--- src/rtl/uop_pkg.sv ---
package uop_pkg;
  localparam int UOP_W = 6;
  typedef logic [UOP_W-1:0] uop_t;

  localparam uop_t UOP_MAR_PC   = 6'd1;
  localparam uop_t UOP_RD_MEM   = 6'd2;
  localparam uop_t UOP_PC_INC   = 6'd4;
  localparam uop_t UOP_ACC_MDR  = 6'd5;
  localparam uop_t UOP_ACC_INC  = 6'd6;
  localparam uop_t UOP_ACC_DEC  = 6'd7;
  localparam uop_t UOP_MDR_ACC  = 6'd8;
  localparam uop_t UOP_ADD      = 6'd9;
  localparam uop_t UOP_SUB      = 6'd10;
  localparam uop_t UOP_XOR      = 6'd11;
  localparam uop_t UOP_AND      = 6'd12;
  localparam uop_t UOP_OR       = 6'd13;
  localparam uop_t UOP_INV      = 6'd14;
  localparam uop_t UOP_SHL      = 6'd15;
  localparam uop_t UOP_SHR      = 6'd16;
  localparam uop_t UOP_XR_MDR   = 6'd17;
  localparam uop_t UOP_MDR_XR   = 6'd18;
  localparam uop_t UOP_MAR_XR   = 6'd19;
  localparam uop_t UOP_XR_INC   = 6'd20;
  localparam uop_t UOP_XR_DEC   = 6'd21;
  localparam uop_t UOP_WR_MEM   = 6'd22;
  localparam uop_t UOP_MAR_MDR  = 6'd23;
  localparam uop_t UOP_ACC_CLR  = 6'd24;
  localparam uop_t UOP_XR_CLR   = 6'd25;
  localparam uop_t UOP_MDR_INC  = 6'd26;
  localparam uop_t UOP_MDR_DEC  = 6'd27;
  localparam uop_t UOP_PC_MDR   = 6'd28;
  localparam uop_t UOP_MAR_SP   = 6'd29;
  localparam uop_t UOP_SP_INC   = 6'd30;
  localparam uop_t UOP_SP_DEC   = 6'd31;
  localparam uop_t UOP_MDR_SP   = 6'd32;
  localparam uop_t UOP_SP_MDR   = 6'd33;
  localparam uop_t UOP_XR_PC    = 6'd34;
  localparam uop_t UOP_CMP_ACC  = 6'd35;
  localparam uop_t UOP_CMP_XR   = 6'd36;

  typedef enum logic [2:0] {MAR_HOLD, MAR_PC, MAR_XR, MAR_SP, MAR_MDR} mar_sel_e;
  typedef enum logic [2:0] {MDR_HOLD, MDR_MEM, MDR_ACC, MDR_XR, MDR_SP, MDR_INC, MDR_DEC} mdr_sel_e;
  typedef enum logic [1:0] {PC_HOLD, PC_INC, PC_MDR} pc_sel_e;
  typedef enum logic [1:0] {ACC_HOLD, ACC_MDR, ACC_ALU, ACC_CLR} acc_sel_e;
  typedef enum logic [2:0] {XR_HOLD, XR_MDR, XR_INC, XR_DEC, XR_CLR, XR_PC} xr_sel_e;
  typedef enum logic [1:0] {SP_HOLD, SP_INC, SP_DEC, SP_MDR} sp_sel_e;
  typedef enum logic [3:0] {
    ALU_ADD, ALU_SUB, ALU_XOR, ALU_AND, ALU_OR, ALU_INV,
    ALU_SHL, ALU_SHR, ALU_INC, ALU_DEC
  } alu_op_e;

  typedef struct packed {
    mar_sel_e mar;
    mdr_sel_e mdr;
    pc_sel_e  pc;
    acc_sel_e acc;
    xr_sel_e  xr;
    sp_sel_e  sp;
    alu_op_e  alu_op;
    logic     alu_a_xr;
    logic     flag_en;
    logic     mem_we;
    logic     illegal;
  } uop_ctrl_t;
endpackage

--- src/rtl/uop_decode.sv ---
module uop_decode
  import uop_pkg::*;
(
  input  logic      valid_i,
  input  uop_t      code_i,
  output uop_ctrl_t ctrl_o
);
  always_comb begin
    ctrl_o = '{mar: MAR_HOLD, mdr: MDR_HOLD, pc: PC_HOLD, acc: ACC_HOLD,
               xr: XR_HOLD, sp: SP_HOLD, alu_op: ALU_ADD, alu_a_xr: 1'b0,
               flag_en: 1'b0, mem_we: 1'b0, illegal: 1'b0};
    if (valid_i) begin
      case (code_i)
        UOP_MAR_PC:  ctrl_o.mar = MAR_PC;
        UOP_MAR_XR:  ctrl_o.mar = MAR_XR;
        UOP_MAR_SP:  ctrl_o.mar = MAR_SP;
        UOP_MAR_MDR: ctrl_o.mar = MAR_MDR;
        UOP_RD_MEM:  ctrl_o.mdr = MDR_MEM;
        UOP_WR_MEM:  ctrl_o.mem_we = 1'b1;
        UOP_PC_INC:  ctrl_o.pc = PC_INC;
        UOP_PC_MDR:  ctrl_o.pc = PC_MDR;
        UOP_XR_PC:   ctrl_o.xr = XR_PC;
        UOP_ACC_MDR: ctrl_o.acc = ACC_MDR;
        UOP_MDR_ACC: ctrl_o.mdr = MDR_ACC;
        UOP_XR_MDR:  ctrl_o.xr = XR_MDR;
        UOP_MDR_XR:  ctrl_o.mdr = MDR_XR;
        UOP_MDR_SP:  ctrl_o.mdr = MDR_SP;
        UOP_SP_MDR:  ctrl_o.sp = SP_MDR;
        UOP_XR_INC:  ctrl_o.xr = XR_INC;
        UOP_XR_DEC:  ctrl_o.xr = XR_DEC;
        UOP_MDR_INC: ctrl_o.mdr = MDR_INC;
        UOP_MDR_DEC: ctrl_o.mdr = MDR_DEC;
        UOP_SP_INC:  ctrl_o.sp = SP_INC;
        UOP_SP_DEC:  ctrl_o.sp = SP_DEC;
        UOP_ACC_CLR: ctrl_o.acc = ACC_CLR;
        UOP_XR_CLR:  ctrl_o.xr = XR_CLR;
        UOP_ACC_INC: begin ctrl_o.acc = ACC_ALU; ctrl_o.alu_op = ALU_INC; end
        UOP_ACC_DEC: begin ctrl_o.acc = ACC_ALU; ctrl_o.alu_op = ALU_DEC; end
        UOP_XOR:     begin ctrl_o.acc = ACC_ALU; ctrl_o.alu_op = ALU_XOR; end
        UOP_AND:     begin ctrl_o.acc = ACC_ALU; ctrl_o.alu_op = ALU_AND; end
        UOP_OR:      begin ctrl_o.acc = ACC_ALU; ctrl_o.alu_op = ALU_OR;  end
        UOP_INV:     begin ctrl_o.acc = ACC_ALU; ctrl_o.alu_op = ALU_INV; end
        UOP_SHL:     begin ctrl_o.acc = ACC_ALU; ctrl_o.alu_op = ALU_SHL; end
        UOP_SHR:     begin ctrl_o.acc = ACC_ALU; ctrl_o.alu_op = ALU_SHR; end
        UOP_ADD: begin
          ctrl_o.acc = ACC_ALU; ctrl_o.alu_op = ALU_ADD; ctrl_o.flag_en = 1'b1;
        end
        UOP_SUB: begin
          ctrl_o.acc = ACC_ALU; ctrl_o.alu_op = ALU_SUB; ctrl_o.flag_en = 1'b1;
        end
        UOP_CMP_ACC: begin
          ctrl_o.alu_op = ALU_SUB; ctrl_o.flag_en = 1'b1;
        end
        UOP_CMP_XR: begin
          ctrl_o.alu_op = ALU_SUB; ctrl_o.alu_a_xr = 1'b1; ctrl_o.flag_en = 1'b1;
        end
        default: ctrl_o.illegal = 1'b1;
      endcase
    end
  end
endmodule

--- src/rtl/uop_alu.sv ---
module uop_alu
  import uop_pkg::*;
#(
  parameter int DATA_W = 8
) (
  input  logic [DATA_W-1:0] a_i,
  input  logic [DATA_W-1:0] b_i,
  input  alu_op_e           op_i,
  output logic [DATA_W-1:0] res_o,
  output logic              carry_o
);
  localparam logic [DATA_W-1:0] ONE = DATA_W'(1);

  logic [DATA_W:0] wide;

  always_comb begin
    wide = '0;
    case (op_i)
      ALU_ADD: wide = {1'b0, a_i} + {1'b0, b_i};
      ALU_SUB: wide = {1'b0, a_i} - {1'b0, b_i}; // msb = borrow
      ALU_XOR: wide = {1'b0, a_i ^ b_i};
      ALU_AND: wide = {1'b0, a_i & b_i};
      ALU_OR:  wide = {1'b0, a_i | b_i};
      ALU_INV: wide = {1'b0, ~a_i};
      ALU_SHL: wide = {1'b0, a_i[DATA_W-2:0], 1'b0};
      ALU_SHR: wide = {2'b00, a_i[DATA_W-1:1]};
      ALU_INC: wide = {1'b0, a_i + ONE};
      ALU_DEC: wide = {1'b0, a_i - ONE};
      default: wide = '0;
    endcase
  end

  assign res_o   = wide[DATA_W-1:0];
  assign carry_o = wide[DATA_W];
endmodule

--- src/rtl/uop_datapath.sv ---
module uop_datapath
  import uop_pkg::*;
#(
  parameter int DATA_W = 8
) (
  input  logic              clk_i,
  input  logic              rst_ni,
  input  logic              uop_valid_i,
  input  logic [UOP_W-1:0]  uop_code_i,
  input  logic [DATA_W-1:0] mem_rdata_i,
  output logic [DATA_W-1:0] mem_addr_o,
  output logic [DATA_W-1:0] mem_wdata_o,
  output logic              mem_we_o,
  output logic [DATA_W-1:0] pc_o,
  output logic [DATA_W-1:0] mar_o,
  output logic [DATA_W-1:0] mdr_o,
  output logic [DATA_W-1:0] acc_o,
  output logic [DATA_W-1:0] xr_o,
  output logic [DATA_W-1:0] sp_o,
  output logic              zero_o,
  output logic              neg_o,
  output logic              carry_o,
  output logic              illegal_o
);
  localparam logic [DATA_W-1:0] ONE = DATA_W'(1);

  uop_ctrl_t         ctrl;
  logic [DATA_W-1:0] pc_q, mar_q, mdr_q, acc_q, xr_q, sp_q;
  logic              zero_q, neg_q, carry_q, illegal_q;
  logic [DATA_W-1:0] alu_a, alu_res;
  logic              alu_carry;

  uop_decode i_decode (
    .valid_i (uop_valid_i),
    .code_i  (uop_code_i),
    .ctrl_o  (ctrl)
  );

  assign alu_a = ctrl.alu_a_xr ? xr_q : acc_q;

  uop_alu #(.DATA_W(DATA_W)) i_alu (
    .a_i     (alu_a),
    .b_i     (mdr_q),
    .op_i    (ctrl.alu_op),
    .res_o   (alu_res),
    .carry_o (alu_carry)
  );

  always_ff @(posedge clk_i or negedge rst_ni) begin
    if (!rst_ni) mar_q <= '0;
    else begin
      case (ctrl.mar)
        MAR_PC:  mar_q <= pc_q;
        MAR_XR:  mar_q <= xr_q;
        MAR_SP:  mar_q <= sp_q;
        MAR_MDR: mar_q <= mdr_q;
        default: ;
      endcase
    end
  end

  always_ff @(posedge clk_i or negedge rst_ni) begin
    if (!rst_ni) mdr_q <= '0;
    else begin
      case (ctrl.mdr)
        MDR_MEM: mdr_q <= mem_rdata_i;
        MDR_ACC: mdr_q <= acc_q;
        MDR_XR:  mdr_q <= xr_q;
        MDR_SP:  mdr_q <= sp_q;
        MDR_INC: mdr_q <= mdr_q + ONE;
        MDR_DEC: mdr_q <= mdr_q - ONE;
        default: ;
      endcase
    end
  end

  always_ff @(posedge clk_i or negedge rst_ni) begin
    if (!rst_ni) pc_q <= '0;
    else begin
      case (ctrl.pc)
        PC_INC:  pc_q <= pc_q + ONE;
        PC_MDR:  pc_q <= mdr_q;
        default: ;
      endcase
    end
  end

  always_ff @(posedge clk_i or negedge rst_ni) begin
    if (!rst_ni) acc_q <= '0;
    else begin
      case (ctrl.acc)
        ACC_MDR: acc_q <= mdr_q;
        ACC_ALU: acc_q <= alu_res;
        ACC_CLR: acc_q <= '0;
        default: ;
      endcase
    end
  end

  always_ff @(posedge clk_i or negedge rst_ni) begin
    if (!rst_ni) xr_q <= '0;
    else begin
      case (ctrl.xr)
        XR_MDR:  xr_q <= mdr_q;
        XR_INC:  xr_q <= xr_q + ONE;
        XR_DEC:  xr_q <= xr_q - ONE;
        XR_CLR:  xr_q <= '0;
        XR_PC:   xr_q <= pc_q;
        default: ;
      endcase
    end
  end

  always_ff @(posedge clk_i or negedge rst_ni) begin
    if (!rst_ni) sp_q <= '0;
    else begin
      case (ctrl.sp)
        SP_INC:  sp_q <= sp_q + ONE;
        SP_DEC:  sp_q <= sp_q - ONE;
        SP_MDR:  sp_q <= mdr_q;
        default: ;
      endcase
    end
  end

  always_ff @(posedge clk_i or negedge rst_ni) begin
    if (!rst_ni) begin
      zero_q    <= 1'b0;
      neg_q     <= 1'b0;
      carry_q   <= 1'b0;
      illegal_q <= 1'b0;
    end else begin
      illegal_q <= ctrl.illegal;
      if (ctrl.flag_en) begin
        zero_q  <= (alu_res == '0);
        neg_q   <= alu_res[DATA_W-1];
        carry_q <= alu_carry;
      end
    end
  end

  assign mem_addr_o  = mar_q;
  assign mem_wdata_o = mdr_q;
  assign mem_we_o    = ctrl.mem_we;
  assign pc_o        = pc_q;
  assign mar_o       = mar_q;
  assign mdr_o       = mdr_q;
  assign acc_o       = acc_q;
  assign xr_o        = xr_q;
  assign sp_o        = sp_q;
  assign zero_o      = zero_q;
  assign neg_o       = neg_q;
  assign carry_o     = carry_q;
  assign illegal_o   = illegal_q;

  logic is_flag_code;
  assign is_flag_code = uop_valid_i &&
    (uop_code_i == UOP_ADD || uop_code_i == UOP_SUB ||
     uop_code_i == UOP_CMP_ACC || uop_code_i == UOP_CMP_XR);

  assert_write_code_R3: assert property (@(posedge clk_i) disable iff (!rst_ni)
    mem_we_o |-> (uop_valid_i && uop_code_i == UOP_WR_MEM));

  assert_cmp_no_reg_change_R10: assert property (@(posedge clk_i) disable iff (!rst_ni)
    (uop_valid_i && (uop_code_i == UOP_CMP_ACC || uop_code_i == UOP_CMP_XR))
    |=> ($stable(acc_q) && $stable(xr_q) && $stable(mdr_q)));

  assert_flags_hold_R11: assert property (@(posedge clk_i) disable iff (!rst_ni)
    !is_flag_code |=> $stable({zero_q, neg_q, carry_q}));

  assert_illegal_pulse_R12: assert property (@(posedge clk_i) disable iff (!rst_ni)
    ctrl.illegal |=> (illegal_o && $stable(acc_q) && $stable(pc_q) && $stable(sp_q)));

  assert_illegal_no_write_R12: assert property (@(posedge clk_i) disable iff (!rst_ni)
    ctrl.illegal |-> !mem_we_o);

  assert_idle_hold_R13: assert property (@(posedge clk_i) disable iff (!rst_ni)
    !uop_valid_i |=> ($stable(acc_q) && $stable(xr_q) && $stable(pc_q) &&
                      $stable(sp_q) && $stable(mar_q) && $stable(mdr_q) && !illegal_o));
endmodule

--- config.mk ---
export PLATFORM = sky130hd
export DESIGN_NAME = uop_datapath
export DESIGN_NICKNAME = d
export VERILOG_FILES = /design/src/rtl/uop_pkg.sv /design/src/rtl/uop_decode.sv /design/src/rtl/uop_alu.sv /design/src/rtl/uop_datapath.sv
export SDC_FILE = /design/constraint.sdc
export NUM_CORES = 1
export LEC_CHECK = 0
export CAP_MARGIN = 20
export CORE_ASPECT_RATIO = 1.5
export CORE_MARGIN = 4
export CORE_UTILIZATION = 57
export CTS_CLUSTER_DIAMETER = 120
export DETAILED_ROUTE_END_ITERATION = 16
export PLACE_DENSITY = 0.87
export RECOVER_POWER = 100
export SYNTH_ARGS = -nofsm -noshare
export SYNTH_HDL_FRONTEND = slang
export SYNTH_SLANG_ARGS = --single-unit
--- constraint.sdc ---
create_clock -name clk_i -period 4 [get_ports clk_i]
set_input_delay 0.8 -clock clk_i [delete_from_list [all_inputs] [get_ports clk_i]]
set_output_delay 0.8 -clock clk_i [all_outputs]
set_load 0.05 [all_outputs]
Word-level counts from Yosys, hierarchy flattened
Cells that the tools add are included.
- output and inout bits: 69
- register bits after elaboration: 52
- reductions and logical operators: 12
- muxes and demuxes: 20
- equality and inequality tests: 67
- add/sub/neg operators: 11
- bitwise operators: 4
- operators by type and width (operator ; count):
    == test 6 x 5 -> 1 bit, second input constant ; 16
    case mux 9 bit (10 select lines) ; 1
    == test 6 x 4 -> 1 bit, second input constant ; 8
    case mux 8 bit (3 select lines) ; 2
    case mux 8 bit (6 select lines) ; 1
    adder 8 x 1 -> 8 bit, second input constant ; 5
    case mux 8 bit (5 select lines) ; 1
    case mux 4 bit (9 select lines) ; 1
    OR reduction 35 bit ; 1
    case mux 8 bit (4 select lines) ; 1
    subtractor 8 x 1 -> 8 bit, second input constant ; 4
    == test 6 bit, second input constant ; 5
    == test 6 x 3 -> 1 bit, second input constant ; 4
    two-way mux 23 bit ; 1
    == test 3 x 2 -> 1 bit, second input constant ; 6
    == test 3 bit, second input constant ; 6
    case mux 3 bit (6 select lines) ; 1
    == test 4 x 3 -> 1 bit, second input constant ; 4
    case mux 8 bit (2 select lines) ; 1
    case mux 3 bit (5 select lines) ; 1
    case mux 2 bit (3 select lines) ; 2
    case mux 3 bit (4 select lines) ; 1
    == test 2 bit, second input constant ; 5
    OR reduction 10 bit ; 1
    other kinds (25) ; 35

Depth between registers and ports, before layout
- word-level depth: 8
- gate-level depth with buffers: 19
- mapped depth without buffers: 17

Cells and area by module
From an unflattened synthesis, not the netlist that was laid out.
- cell total of the unflattened synthesis: 857
- area, all modules: 6465.0 µm²
- by module, submodules not included (module ; cells an instance ; sequential area each (µm²) ; area an instance (µm²) ; times used):
    uop_datapath ; 545 ; 1301.2 ; 4300.4 ; 1
    uop_alu ; 201 ; 0.0 ; 1535.2 ; 1
    uop_decode ; 111 ; 0.0 ; 629.4 ; 1

Worst setup path before layout
Ideal clock, no wire load.
- path type: input-to-reg
- start point: in uop_code_i[1]
- end point: reg zero_q (netlist: zero_o)
- arrival: 4.425 ns
- buffers on the path: 3
- required time: 3.905 ns
- cell stages on the path: 18
- setup slack: -0.520 ns
- path through: buf_2 clkbuf_1 nor2_1 o32a_1 nand2_2 buf_4 o211ai_1 nor2b_1 xnor2_1 ha_1 nor2b_1 o31a_1 o21ai_0 nor3b_1 o32ai_1 a2111oi_1 nand4_1 o31ai_1
- longest elaborated chain between the ends: 7
- elaborated cells between the ends (all ways): 39
- RTL lines (element ; RTL line ; source):
    start: declaration ; uop_datapath.sv:9 ; input logic [UOP_W-1:0] uop_code_i,
    == test 6 bit / == test 6 x 4 -> 1 bit (equally long branches) ; uop_decode.sv:13 ; case (code_i)
    two-way mux 1 bit / OR reduction 3 bit (equally long branches) ; n/a ;
    two-way mux 23 bit * ; uop_decode.sv:12 ; if (valid_i) begin
    two-way mux 8 bit / two-way mux 23 bit (equally long branches) ; uop_datapath.sv:39, uop_decode.sv:12 ;
    subtractor 8 x 1 -> 8 bit (tied with other cells) ; uop_alu.sv:28 ; ALU_DEC: wide = {1'b0, a_i - ONE};
    case mux 9 bit (10 select lines) ; uop_alu.sv:18 ; case (op_i)
    logical NOT 8 bit ; uop_datapath.sv:135 ; zero_q <= (alu_res == '0);
    end signal: assignment ; uop_datapath.sv:135 ;
    end: declaration ; uop_datapath.sv:29 ; logic zero_q, neg_q, carry_q, illegal_q;
Mark *: on every way between the ends. The rest lies on a longest branch, timed or not.
A chain may end at the register's enable or synchronous reset.

Worst setup path in the final report
- start point: in uop_code_i[5]
- end point: reg zero_q (netlist: zero_o)
Same word-level chain as after synthesis.

==> qor.yml <==
synth.most_common_cell: "nand2_1"
syn-num-nets: 852
drtIter0Drc: 1013
synth_area_per_cell_sq_um: 7.962
violations: "capacitance limit, slew limit, setup timing"
holdCritStartpoint: "mar_o[7]"
cts_buffers: 5
reg2reg_depth: 14
layout.cells.non_filler: 1117
whs_endpoint: "mar_o[7]"
outcome: "complete, but fails checks"
hold_class: "reg -> reg"
synth_common_cells: "69 x nand2_1, 60 x nor2_1, 58 x o21ai_0"
synthCells: 778
cts_tree: "built"
seq_area_sq_um: 1301
antenna_found_initial: 0
cp-start-kind: "primary input"
cts_root_buffer: "clkbuf_16"
grt_max_degree: 37
critPathSlowestCell: "fa_2"
yosysUniqueCellTypes: 85
finClkSkew_ns: 0.006616
async_flop_share_pct: 100.0
overflow: 0
viasPerCell: 6.730
period_needed_ns: 4.040
worst_pin_slew_ns: 2.200
final.setup.tns_ns: -0.03977
final_area_sq_um: 8572
syn-cell-area_sq_um: 6195
cp.required_ns: 4.20
power.leakage_uw: 0.004044
start_util_pct: 58.49
drc: 0
drive_above_1_share_pct: 24.18
arrival_ns: 4.24
grt_usage_pct: 39.69
nNetsFinal: 1045
die_h_um: 135.7
synth_area_leaders: "dfrtp_1 21%, ha_1 11%, mux2i_1 4.8%, o21ai_0 4.7%, a21oi_1 4.2%"
ir_drop_uv: 460.1
critPathMaxStageDelay_ns: 0.40
drv_cap: 1
ys.flop_type: "dfrtp_1"
clkTransAtPathRegs_ns: 0.07
fin_crit_sh_pct: 101.0
fillers: 708
grt_pass1_vias: 7568
pin_count: 86
multi_input_area_sq_um: 4711
drtPass1Iterations: 10
placed_cells: 1095
end_kind: "flop"
r2r_start: "mdr_o[1]"
routedWlPerCell_um: 22.91
drtAntennaViolNets: 0
slew_headroom_pct: -46.67
synth.yosys.seq_area_share_pct: 21.01
crit_start: "uop_code_i[5]"
clock_sink_count: 52
synth-seq-cells: 52
htree_levels: 2
reg2reg_to: "zero_o"
finalWorstSetupSlack_ns: -0.03977
synth_edf_count: 0
crit_path_cell_trace: "buf_6, or3b_4, o32a_1, nand2_2, o211ai_1, buf_4, buf_6, a21o_1, fa_2, nor2b_4, o31a_1, o21ai_2, a21boi_1, o32ai_1, a2111oi_1, buf_4, nand4_1, o31ai_1"
grt_pass1_wl_um: 39230
dp_hpwl_um: 18860
crit_type: "in -> reg"
portBuffers: 85
yosys_warnings: 0
placed_area_sq_um: 8095
reg2reg_slack_ns: 0.82
routed_wl_um: 25590
finalHoldViolations: 0
p_per_area_nw_per_um2: 563.6
finalSetupViolations: 1
num_vias: 7517
synthToLayoutAreaGrowth_pct: 38.38
rsz0062_at_grt: "true"
fmax_ghz: 0.2475
cts-hold-fix-buffers: 0
die_x_um: 93.12
die_area_sq_um: 12630
core_area_sq_um: 10590
clk_path_buf_depth: 2
yosys.area.top_type: "dfrtp_1"
gp_congestion: 1.063
holdWs_ns: 0.5084
drv_slew: 37
fp-row-count: 46
netlist.area_leader.share_pct: 21.01
clk_latency_ns: 0.30
crit_fanout: 3
whs_path_depth: 2
-- cells in the final DEF, fill, tap and decap left out, types with 23 or more instances in the layout --
cell             n
nand2_1         69
dlygate4sd3_1   68
buf_4          150
nor3_1          23
nor2_1          57
xnor2_1         25
inv_1           31
o21ai_0         50
a21oi_1         48
ha_1            52
dfrtp_1         52
mux2i_1         26
-- area by class of cell --
cell class	count	area share (%)
Clock inverter	3	0.4963
Sequential cell	52	15.18
Tap cell	144	2.102
Clock buffer	5	1.460
Multi-Input combinational cell	633	54.96
Antenna cell	1	0.02919
Timing Repair Buffer	245	24.29
Inverter	34	1.489
-- cells by family (layout without fill, tap and decap cells) --
logic type | after synthesis | count (layout) | synth area share [%]
AOI/OAI and AO/OA | 255 | 255 | 28.46
and+or+nand+nor | 253 | 253 | 21.05
buffers and inverters | 93 | 287 | 7.029
adders and majority gates | 57 | 57 | 12.12
DFF | 52 | 52 | 21.01
xor gates and xnor gates | 35 | 35 | 4.949
muxes | 33 | 33 | 5.393
other | 0 | 1 | 0
-- report_power, final --
part / switching (uW) / internal, uW
clock: 212 / 295
sequential: 240 / 657
combinational: 2000 / 1430
-- registers in the layout, summed over array words and instances, names as in the netlist, 8 cells and up --
register / count
mdr_o: 8
acc_o: 8
sp_o: 8
mar_o: 8
pc_o: 8
xr_o: 8
-- worst max path at each step --
| stage | slack, ns | end |
|---|---|---|
| after floorplan | -0.33 | acc_o[6] |
| after global placement | -0.67 | zero_o |
| after detailed placement | -0.88 | zero_o |
| after CTS | -0.20 | zero_o |
| after global routing | -0.20 | zero_o |
| final | -0.04 | zero_o |
-- metal layers --
metal  global-route usage (%)  share of wire, %  wire length (um)
met5                        0                 0                 0
met3                    7.671               8.7              2223
met2                    67.78                48             12320
met4                    31.30               9.9              2527
met1                    42.27                33              8523
-- metrics by stage --
stage          total power [uW]  utilization, %  setup WS, ns
4_1_cts                    4674           78.72       -0.1986
6_report                   4831           80.94      -0.03977
3_3_place_gp               3993           76.44       -0.6660
3_5_place_dp               4096           76.44       -0.8789
5_1_grt                    5069           80.92       -0.2035
2_1_floorplan              2777               -       -0.3273
-- timing repair --
action / in CTS / in global routing
gates resized for setup: 30 / 50
pin swaps: 17 / 34
buffers inserted: 6 / 7
setup endpoints to repair: 15 / 12
-- critical path, delay by kind of cell --
kind | cells | cell delay (ns)
buf+inv | 4 | 0.56
simple gates | 4 | 0.69
compound gates | 9 | 1.78
fa+ha+maj | 1 | 0.40
Power figures use the tool's default switching activity.
